[config.mk]
export PLATFORM = sky130hd
export DESIGN_NAME = irq_distributor
export DESIGN_NICKNAME = d
export VERILOG_FILES = /design/src/rtl/idist_pkg.sv /design/src/rtl/idist_select.sv /design/src/rtl/idist_readback.sv /design/src/rtl/irq_distributor.sv
export SDC_FILE = /design/constraint.sdc
export NUM_CORES = 2
export LEC_CHECK = 0
export BUFFER_PORTS_ARGS = -buffer_cell sky130_fd_sc_hd__buf_4
export CORE_UTILIZATION = 35
export DETAILED_ROUTE_END_ITERATION = 10
export PLACE_DENSITY = 0.57
export SLEW_MARGIN = 20
export SYNTH_ARGS = -nofsm -noshare
export SYNTH_HDL_FRONTEND = slang
export SYNTH_HIERARCHICAL = 1
export SYNTH_SLANG_ARGS = --single-unit
[constraint.sdc]
create_clock -name clk -period 160.9 [get_ports clk]
set_input_delay 0 -clock clk [delete_from_list [all_inputs] [get_ports clk]]
set_output_delay 0 -clock clk [all_outputs]
set_load 0.01 [all_outputs]
[src/rtl/idist_pkg.sv]
// Package: shared constants, region type and the address decoder for the
// interrupt distributor. Assumes a 12-bit byte address space.
package idist_pkg;

    localparam int ADDR_W = 12;
    localparam int PRIO_W = 8;
    localparam int PRIV_N = 32;

    typedef enum logic [3:0] {
        RG_NONE, RG_CTRL, RG_TYPE, RG_EN_SET, RG_EN_CLR, RG_PD_SET,
        RG_PD_CLR, RG_ACT, RG_PRIO, RG_TGT, RG_CFG, RG_SGI
    } region_e;

    // Map a byte address to its register region; misaligned maps to none.
    function automatic region_e idist_decode(input logic [ADDR_W-1:0] a);
        if (a[1:0] != 2'b00)            return RG_NONE;
        if (a[11:2] == 10'h000)         return RG_CTRL;
        if (a[11:2] == 10'h001)         return RG_TYPE;
        if (a[11:2] == 10'h3C0)         return RG_SGI;
        case (a[11:7])
            5'h02: return RG_EN_SET;
            5'h03: return RG_EN_CLR;
            5'h04: return RG_PD_SET;
            5'h05: return RG_PD_CLR;
            5'h06: return RG_ACT;
            default: ;
        endcase
        if (a[11:10] == 2'b01)          return RG_PRIO;
        if (a[11:10] == 2'b10)          return RG_TGT;
        if (a[11:8] == 4'hC)            return RG_CFG;
        return RG_NONE;
    endfunction

endpackage

[src/rtl/idist_select.sv]
// Winner scan for one CPU: among candidate IDs picks the lowest priority
// value, lower ID on ties. Purely combinational; assumes cand is already
// masked by enable, pending, active and target.
module idist_select #(
    parameter int NUM_IDS = 64,
    parameter int ID_W    = 6
) (
    input  logic [NUM_IDS-1:0]   cand,
    input  logic [NUM_IDS*8-1:0] prio_flat,
    output logic                 found,
    output logic [ID_W-1:0]      win_id
);
    logic [7:0] best_p;

    // Linear scan, strict compare keeps the earlier (lower) ID on a tie.
    always_comb begin
        found  = 1'b0;
        best_p = 8'hFF;
        win_id = '0;
        for (int i = 0; i < NUM_IDS; i++) begin
            if (cand[i] && (!found || prio_flat[8*i +: 8] < best_p)) begin
                found  = 1'b1;
                best_p = prio_flat[8*i +: 8];
                win_id = ID_W'(i);
            end
        end
    end
endmodule

[src/rtl/idist_readback.sv]
// Read multiplexer: forms the 32-bit word for a decoded region from the
// state as seen by the accessing CPU. Assumes views are already banked.
module idist_readback
    import idist_pkg::*;
#(
    parameter int NUM_IDS  = 64,
    parameter int NUM_CPUS = 2,
    parameter int CPU_W    = 1
) (
    input  region_e                        rg,
    input  logic [7:0]                     widx,
    input  logic [CPU_W-1:0]               cpu,
    input  logic                           ctrl_en,
    input  logic [NUM_IDS-1:0]             en_v,
    input  logic [NUM_IDS-1:0]             pd_v,
    input  logic [NUM_IDS-1:0]             ac_v,
    input  logic [NUM_IDS*8-1:0]           prio_flat,
    input  logic [(NUM_IDS-32)*NUM_CPUS-1:0] tgt_flat,
    input  logic [NUM_IDS-33:0]            edg,
    output logic [31:0]                    word
);
    localparam int NUM_WORDS = NUM_IDS / 32;
    localparam int SH_N      = NUM_IDS - 32;

    // Select one 32-bit slice of a per-ID bit vector; out of range gives 0.
    function automatic logic [31:0] pick(input logic [NUM_IDS-1:0] v,
                                         input logic [4:0] w);
        logic [31:0] r;
        r = '0;
        for (int k = 0; k < NUM_WORDS; k++)
            if (w == 5'(k)) r = v[32*k +: 32];
        return r;
    endfunction

    // Build the read word for the current region.
    always_comb begin
        word = '0;
        case (rg)
            RG_CTRL:             word[0]   = ctrl_en;
            RG_TYPE:             word[4:0] = 5'(NUM_WORDS - 1);
            RG_EN_SET, RG_EN_CLR: word     = pick(en_v, widx[4:0]);
            RG_PD_SET, RG_PD_CLR: word     = pick(pd_v, widx[4:0]);
            RG_ACT:              word      = pick(ac_v, widx[4:0]);
            RG_PRIO: begin
                for (int i = 0; i < NUM_IDS; i++)
                    if (widx == 8'(i/4)) word[8*(i%4) +: 8] = prio_flat[8*i +: 8];
            end
            RG_TGT: begin
                for (int i = 0; i < 32; i++)
                    if (widx == 8'(i/4)) word[8*(i%4) +: 8] = 8'(1) << cpu;
                for (int j = 0; j < SH_N; j++)
                    if (widx == 8'((j+32)/4))
                        word[8*((j+32)%4) +: NUM_CPUS] = tgt_flat[j*NUM_CPUS +: NUM_CPUS];
            end
            RG_CFG: begin
                for (int j = 0; j < SH_N; j++)
                    if (widx[5:0] == 6'((j+32)/16)) word[2*((j+32)%16)+1] = edg[j];
            end
            default: word = '0;
        endcase
    end
endmodule

[src/rtl/irq_distributor.sv]
// Interrupt distributor: per-ID enable/pending/active/priority/target/mode
// state behind a word register bus, banked private IDs 0..31 per CPU, and a
// registered per-CPU winner. Assumes NUM_IDS is a multiple of 32, at least 64
// and at most 1020 rounded to words; NUM_CPUS at most 8.
module irq_distributor
    import idist_pkg::*;
#(
    parameter int NUM_IDS  = 64,
    parameter int NUM_CPUS = 2,
    localparam int ID_W    = $clog2(NUM_IDS),
    localparam int CPU_W   = (NUM_CPUS > 1) ? $clog2(NUM_CPUS) : 1,
    localparam int SH_N    = NUM_IDS - 32
) (
    input  logic                       clk,
    input  logic                       rst_n,
    input  logic [SH_N-1:0]            irq_in,
    input  logic [ADDR_W-1:0]          bus_addr,
    input  logic [31:0]                bus_wdata,
    input  logic                       bus_wr,
    input  logic                       bus_rd,
    input  logic [CPU_W-1:0]           bus_cpu,
    output logic [31:0]                bus_rdata,
    output logic [NUM_CPUS-1:0]        cpu_irq_valid,
    output logic [NUM_CPUS*ID_W-1:0]   cpu_irq_id,
    input  logic [NUM_CPUS-1:0]        cpu_ack,
    input  logic [NUM_CPUS-1:0]        cpu_eoi,
    input  logic [NUM_CPUS*ID_W-1:0]   cpu_eoi_id
);
    region_e rg;
    logic    ctrl_en;
    logic [NUM_CPUS-1:0][31:0]          en_pv, pd_pv, ac_pv;
    logic [NUM_CPUS-1:0][31:0]          ack_pv, eoi_pv, sgi_set;
    logic [SH_N-1:0]                    en_sh, pd_sh, ac_sh, edg_sh, in_q;
    logic [SH_N-1:0]                    ack_sh, eoi_sh, pend_base;
    logic [SH_N-1:0][NUM_CPUS-1:0]      tgt_sh;
    logic [NUM_IDS-1:0][PRIO_W-1:0]     prio;
    logic [NUM_IDS-1:0]                 bus_bits, es, ec, ps, pc;
    logic [NUM_IDS-1:0]                 en_v, pd_v, ac_v;
    logic [NUM_CPUS-1:0]                is_bank, win_found;
    logic [NUM_CPUS-1:0][ID_W-1:0]      win_id, out_id, eoi_id_a;
    logic [31:0]                        rd_word;

    assign rg          = idist_decode(bus_addr);
    assign cpu_irq_id  = out_id;
    assign eoi_id_a    = cpu_eoi_id;

    // Per-ID write-one mask for the bit banks (word = addr[6:2]).
    always_comb begin
        for (int i = 0; i < NUM_IDS; i++)
            bus_bits[i] = (bus_addr[6:2] == 5'(i/32)) && bus_wdata[i%32];
        es = (bus_wr && rg == RG_EN_SET) ? bus_bits : '0;
        ec = (bus_wr && rg == RG_EN_CLR) ? bus_bits : '0;
        ps = (bus_wr && rg == RG_PD_SET) ? bus_bits : '0;
        pc = (bus_wr && rg == RG_PD_CLR) ? bus_bits : '0;
    end

    // Bank select, acknowledge/end masks and software raise per CPU.
    always_comb begin
        ack_sh = '0;
        eoi_sh = '0;
        for (int c = 0; c < NUM_CPUS; c++) begin
            is_bank[c] = (bus_cpu == CPU_W'(c));
            ack_pv[c]  = '0;
            eoi_pv[c]  = '0;
            sgi_set[c] = '0;
            if (bus_wr && rg == RG_SGI && bus_wdata[16+c])
                sgi_set[c][bus_wdata[4:0]] = 1'b1;
            for (int i = 0; i < NUM_IDS; i++) begin
                if (cpu_ack[c] && cpu_irq_valid[c] && out_id[c] == ID_W'(i)) begin
                    if (i < 32) ack_pv[c][i%32] = 1'b1;
                    else        ack_sh[(i-32)%SH_N] = 1'b1;
                end
                if (cpu_eoi[c] && eoi_id_a[c] == ID_W'(i)) begin
                    if (i < 32) eoi_pv[c][i%32] = 1'b1;
                    else        eoi_sh[(i-32)%SH_N] = 1'b1;
                end
            end
        end
        pend_base = (pd_sh | ps[NUM_IDS-1:32] | (edg_sh & irq_in & ~in_q))
                    & ~pc[NUM_IDS-1:32] & ~ack_sh;
    end

    // Bit-bank state: enables, pending (level follows input), active.
    always_ff @(posedge clk) begin
        if (!rst_n) begin
            ctrl_en <= 1'b0;
            en_pv   <= '0;
            pd_pv   <= '0;
            ac_pv   <= '0;
            en_sh   <= '0;
            pd_sh   <= '0;
            ac_sh   <= '0;
            in_q    <= '0;
        end else begin
            if (bus_wr && rg == RG_CTRL) ctrl_en <= bus_wdata[0];
            in_q <= irq_in;
            for (int c = 0; c < NUM_CPUS; c++) begin
                if (is_bank[c]) en_pv[c] <= (en_pv[c] | es[31:0]) & ~ec[31:0];
                pd_pv[c] <= (pd_pv[c] | (is_bank[c] ? ps[31:0] : 32'h0) | sgi_set[c])
                            & ~(is_bank[c] ? pc[31:0] : 32'h0) & ~ack_pv[c];
                ac_pv[c] <= (ac_pv[c] | ack_pv[c]) & ~eoi_pv[c];
            end
            en_sh <= (en_sh | es[NUM_IDS-1:32]) & ~ec[NUM_IDS-1:32];
            ac_sh <= (ac_sh | ack_sh) & ~eoi_sh;
            for (int j = 0; j < SH_N; j++)
                pd_sh[j] <= (!edg_sh[j] && !ac_sh[j] && !ack_sh[j]) ? irq_in[j]
                                                                    : pend_base[j];
        end
    end

    // Byte and mode state: priorities, shared targets, trigger modes.
    always_ff @(posedge clk) begin
        if (!rst_n) begin
            prio   <= '0;
            tgt_sh <= '0;
            edg_sh <= '0;
        end else if (bus_wr) begin
            for (int i = 0; i < NUM_IDS; i++)
                if (rg == RG_PRIO && bus_addr[9:2] == 8'(i/4))
                    prio[i] <= bus_wdata[8*(i%4) +: 8];
            for (int j = 0; j < SH_N; j++) begin
                if (rg == RG_TGT && bus_addr[9:2] == 8'((j+32)/4))
                    tgt_sh[j] <= bus_wdata[8*((j+32)%4) +: NUM_CPUS];
                if (rg == RG_CFG && bus_addr[7:2] == 6'((j+32)/16))
                    edg_sh[j] <= bus_wdata[2*((j+32)%16)+1];
            end
        end
    end

    // One winner scan per CPU over that CPU's banked view.
    for (genvar c = 0; c < NUM_CPUS; c++) begin : g_cpu
        logic [SH_N-1:0]    tgt_col;
        logic [NUM_IDS-1:0] cand;
        // Pull this CPU's target column out of the shared targets.
        always_comb begin
            for (int j = 0; j < SH_N; j++) tgt_col[j] = tgt_sh[j][c];
        end
        assign cand = {en_sh & pd_sh & ~ac_sh & tgt_col,
                       en_pv[c] & pd_pv[c] & ~ac_pv[c]};
        idist_select #(.NUM_IDS(NUM_IDS), .ID_W(ID_W)) u_sel (
            .cand      (cand),
            .prio_flat (prio),
            .found     (win_found[c]),
            .win_id    (win_id[c])
        );
    end

    // Register the per-CPU request, gated by the global enable.
    always_ff @(posedge clk) begin
        if (!rst_n) begin
            cpu_irq_valid <= '0;
            out_id        <= '0;
        end else begin
            cpu_irq_valid <= {NUM_CPUS{ctrl_en}} & win_found;
            out_id        <= win_id;
        end
    end

    // Banked view of the bit state for the accessing CPU.
    always_comb begin
        en_v = '0;
        pd_v = '0;
        ac_v = '0;
        for (int c = 0; c < NUM_CPUS; c++)
            if (is_bank[c]) begin
                en_v = {en_sh, en_pv[c]};
                pd_v = {pd_sh, pd_pv[c]};
                ac_v = {ac_sh, ac_pv[c]};
            end
    end

    idist_readback #(.NUM_IDS(NUM_IDS), .NUM_CPUS(NUM_CPUS), .CPU_W(CPU_W)) u_rb (
        .rg        (rg),
        .widx      (bus_addr[9:2]),
        .cpu       (bus_cpu),
        .ctrl_en   (ctrl_en),
        .en_v      (en_v),
        .pd_v      (pd_v),
        .ac_v      (ac_v),
        .prio_flat (prio),
        .tgt_flat  (tgt_sh),
        .edg       (edg_sh),
        .word      (rd_word)
    );

    // Registered read data, zero on cycles without a read.
    always_ff @(posedge clk) begin
        if (!rst_n) bus_rdata <= '0;
        else        bus_rdata <= bus_rd ? rd_word : 32'h0;
    end
endmodule

==> results.md <==
Timing:
- Setup total negative slack on the finished layout was measured at 0 ns.
- The worst path uses 88.60% of the clock period.
- On the final layout, the worst hold slack is 0.02056 ns.
- Setup repair after global routing left no endpoint under its margin.
- The number of endpoints with negative hold slack in the final report came to 0.
- Setup violations remaining at the end of the flow were counted as 0.
- For the pin with the worst max-slew slack, the measured transition is 1.405 ns.
- Counting I/O delays and the setup requirement, the final critical path takes 142.55 ns.
- The relative max-transition margin is 6.334%.
- The number of max-slew violations in the final report is 0.
- The highest clock frequency the design can meet is 7.015 MHz.
- Across the routed clock network, the largest skew measured is 0.04375 ns.

Floorplan:
- In this run the vertical extent of the chip is 536.9 um.
- From left edge to right edge, the die measures 536.9 um.
- The count of standard-cell rows is 196.
- The die covers 0.2882 mm^2.
- The effective utilization at floorplan is 35.17%.
- The top-level I/O count is 143.
- After floorplanning, the core was sized to cover 0.2847 mm^2.

Route:
- The number of remaining DRC errors is 0.
- The post-route antenna net violation count is 0.
- The aggregate routed wire length is 522.1 mm.
- The vias per cell is 6.598.
- The first routing iteration left 16200 violations.
- The average routed wire per standard cell is 31.45 um.
- The iteration count of the initial detailed-routing pass is 9.
- Detailed routing inserted a total of 109500 vias.

Pwr:
- VDD sags by at most 0.01068 mV.
- The leakage dissipation is 45.65 nW.
- The sum of internal, switching and leakage power is 0.5990 mW.
- Power spread over the standard cell area amounts to 5.497 mW/mm^2.

Critical path:
- Counting cells, the worst reg-to-reg path comes to 619.
- The cell with the most instances on the worst path is sky130_fd_sc_hd__a21o_1.
- The nature of the critical path endpoint is a flip-flop.
- The data arrival at the endpoint of the critical path is 143.24 ns.
- The type of the worst setup path is flip-flop to flip-flop.
- STA puts the critical path data required time at 161.59 ns.
- Along the worst path, the maximum fanout reaches 23.
- The largest individual stage delay along the critical path comes from the cell sky130_fd_sc_hd__o21ai_0.
- The worst register-to-register path has a setup slack of 18.35 ns.
- The worst register-to-register path ends at cpu_irq_id[3]$_SDFF_PN0_.
- The launch instance of the worst register-to-register path is ac_pv[0]$_SDFF_PN0_.
- The kind of start point of the critical path is a flip-flop.
- The peak per-stage delay on the critical path is 0.85 ns.

Global routing:
- Global routing used 34.65% of the available tracks across all layers.
- The largest net degree at the start of global routing is 121.
- The via count of the first global-routing pass is 97400.
- The first-pass GRT wire length is 732.1 mm.
- The number of antenna violations at the first check in global routing is 55.
- The total overflow left after global routing is 0.

Worst hold path:
- The hold path endpoint is in_q[28]$_SDFF_PN0_.
- The class of the tightest hold or removal check is input port to flip-flop.
- The startpoint of the lowest-slack hold path is irq_in[28].
- Along the worst hold path, the cell count comes to 3.

Yosys:
- The share of the Yosys chip area taken by registers is 19.49%.
- In this run, synthesis inferred 0 flip-flops with an integrated enable.
- The count of unique library cells instantiated by Yosys is 208.
- The async set-or-reset flop fraction in the synthesized netlist is 0%.
- The average instance in the mapped netlist occupies 7.763 um^2.
- The synthesized design contains 975 register bits.
- The Yosys step of the flow raised 6 warnings.
- The number of nets handed over by synthesis was 13630.
- The cell count after synthesis came out at 12900.
- In this run the cell area of the synthesized design comes to 0.1001 mm^2.
- The commonest register cell after synthesis is sky130_fd_sc_hd__dfxtp_1.

CTS:
- Once the clock tree was built, the setup fixing pass inserted 0 buffers.
- The longest clock path from root to sink contains 3 buffers.
- The CTS tree is yes.
- The number of gates given a new drive strength after cts is 0.
- The total CTS buffers is 120.
- The clock-pin slew reported for the worst setup and hold paths after clock tree synthesis is 0.06 ns.
- The clock sink count is 975.
- The deepest level of the CTS H-tree is 3.
- The later-pin clock latency in the skew report is 0.82 ns.
- In this run the clock root is driven by a sky130_fd_sc_hd__clkbuf_16.

Cells and area:
- The area added between synthesis and finish is 8.828%.
- The number of nets in the final layout is 13430.
- The ratio of cells with drive above 1 in the final layout is 12.71%.
- Leaving out fill and tap cells, the most frequent cells in the layout are sky130_fd_sc_hd__nand2_1, sky130_fd_sc_hd__nor2_1, sky130_fd_sc_hd__dfxtp_1.
- The library cell used most frequently in the layout, excluding fill and tap cells, is sky130_fd_sc_hd__nand2_1.

Run:
- The number of maximum-capacitance violations is 0.

Placed design:
- The placer's final routability congestion estimate is 1.040.
- The number of buffer cells added on primary ports is 142.
- The post-DP HPWL is 391.0 mm.

Run status:
- The run finished with clean final reports.
[how the worst max path moves through the flow]
stage | from | endpoint | slack (ns) | cells after the start
global placement | ac_pv[0]$_SDFF_PN0_ | cpu_irq_id[3]$_SDFF_PN0_ | 20.43 | 616
floorplan | ac_pv[0]$_SDFF_PN0_ | cpu_irq_id[3]$_SDFF_PN0_ | 41.81 | 992
global route | pd_pv[0]$_SDFF_PN0_ | cpu_irq_id[5]$_SDFF_PN0_ | 6.45 | 775
CTS | ac_pv[0]$_SDFF_PN0_ | cpu_irq_id[3]$_SDFF_PN0_ | 20.46 | 780
detailed placement | ac_pv[0]$_SDFF_PN0_ | cpu_irq_id[3]$_SDFF_PN0_ | 20.90 | 794
finish | ac_pv[0]$_SDFF_PN0_ | cpu_irq_id[3]$_SDFF_PN0_ | 18.35 | 781
[critical path: cells and delay by family (launching register included)]
kind / cells / cell delay [ns]
compound gates: 424 / 99.91
mux: 32 / 9.61
flops: 1 / 0.34
fa+ha+maj: 81 / 24.76
buf+inv: 36 / 3.26
simple gates: 208 / 40.58
[final cells by class]
type / instances / area, um^2
clock buffers: 162 / 3413
inverters: 560 / 2110
repair buffers: 436 / 3595
multi-input cells: 10610 / 74650
fillers: 29650 / 175700
clock inverters: 58 / 875.8
flip-flops and latches: 975 / 19520
well taps: 3762 / 4707
diodes: 42 / 105.1
[cells in the mapped netlist (49+ instances only)]
library cell               number  area share, %
sky130_fd_sc_hd__and2_1       108           0.67
sky130_fd_sc_hd__mux2_2       228            2.6
sky130_fd_sc_hd__a21oi_1      760            3.8
sky130_fd_sc_hd__mux2i_1      805            8.0
sky130_fd_sc_hd__nor4_1       200            1.2
sky130_fd_sc_hd__o211ai_1     137            1.0
sky130_fd_sc_hd__or2_2         64           0.40
sky130_fd_sc_hd__o22ai_1      134           0.84
sky130_fd_sc_hd__nor2_1      1111            4.2
sky130_fd_sc_hd__buf_2         93           0.46
sky130_fd_sc_hd__a311oi_1      51           0.45
sky130_fd_sc_hd__buf_4         80           0.60
sky130_fd_sc_hd__o21bai_1      54           0.40
sky130_fd_sc_hd__inv_1        555            2.1
sky130_fd_sc_hd__maj3_1        50           0.50
sky130_fd_sc_hd__o31ai_1       49           0.37
sky130_fd_sc_hd__a21o_1       268            2.0
sky130_fd_sc_hd__o21ai_0      779            3.9
sky130_fd_sc_hd__a221oi_1      59           0.52
sky130_fd_sc_hd__a211oi_1     184            1.4
sky130_fd_sc_hd__mux4_2        51            1.1
sky130_fd_sc_hd__o221ai_1      93           0.81
sky130_fd_sc_hd__buf_6         80           0.90
sky130_fd_sc_hd__nand3_1      344            1.7
sky130_fd_sc_hd__a41oi_1       75           0.66
sky130_fd_sc_hd__and4b_1       66           0.66
sky130_fd_sc_hd__clkbuf_1     437            1.6
sky130_fd_sc_hd__nand4_1      183            1.1
sky130_fd_sc_hd__dfxtp_1      975             19
sky130_fd_sc_hd__o221a_2      103            1.2
sky130_fd_sc_hd__nand2_1     1567            5.9
sky130_fd_sc_hd__a31oi_1      234            1.5
sky130_fd_sc_hd__or3_1         54           0.34
sky130_fd_sc_hd__o21a_1       113           0.85
sky130_fd_sc_hd__ha_1         638            8.0
sky130_fd_sc_hd__and3_1       100           0.62
sky130_fd_sc_hd__nand2b_1      76           0.47
sky130_fd_sc_hd__nor3_1       212            1.1
sky130_fd_sc_hd__nor2b_1       91           0.57
sky130_fd_sc_hd__a22oi_1      118           0.88
[where the power goes]
group          leakage (nW)  internal [mW]  switching [mW]
clock network          2.08          0.178           0.129
logic                  35.7        0.00970          0.0396
registers              7.87          0.242         0.00118
[state kept, by name (all words and copies together), names as in the netlist, 64 cells and up]
name and count:
ac_pv 64, en_pv 64, g_cpu.tgt_col 64, pd_pv 64, prio 512
[cell families (layout without fill, tap and decap cells)]
logic type,after synthesis,count (layout),synth area share (%)
AOI/OAI and AO/OA,4026,4026,29.10
xor gates and xnor gates,79,79,0.7210
adders and majority gates,693,693,8.528
buffers and inverters,1319,1216,6.264
DFF,975,975,19.49
muxes,1156,1156,12.77
other,0,42,0
and+or+nand+nor,4651,4651,23.13
[per-layer routing]
layer / share of wire, % / routed length, um / global-route usage (%)
met5: 0.065 / 339 / 0
met4: 7.5 / 39300 / 22.00
met3: 14 / 70970 / 12.52
met2: 39 / 201900 / 47.78
met1: 40 / 209600 / 45.11
[repair_timing]
item                                    in CTS  in global routing
hold buffers                               108                  0
endpoints found under the setup margin       0                  0
hold endpoints to repair                   527                  0
[through the flow]
| step | util (%) | setup slack [ns] | area [um^2] | cells |
|---|---|---|---|---|
| detailed placement | 36.33 | 20.90 | 103400 | 16230 |
| global placement | 36.33 | 20.43 | 103400 | 16230 |
| floorplan | - | 41.81 | 100100 | 12900 |
| global route | 38.25 | 6.446 | 108900 | 16570 |
| CTS | 38.22 | 20.46 | 108800 | 16560 |
| finish | 38.27 | 18.35 | 109000 | 16600 |
No activity file was read; power rests on OpenSTA's default activity.
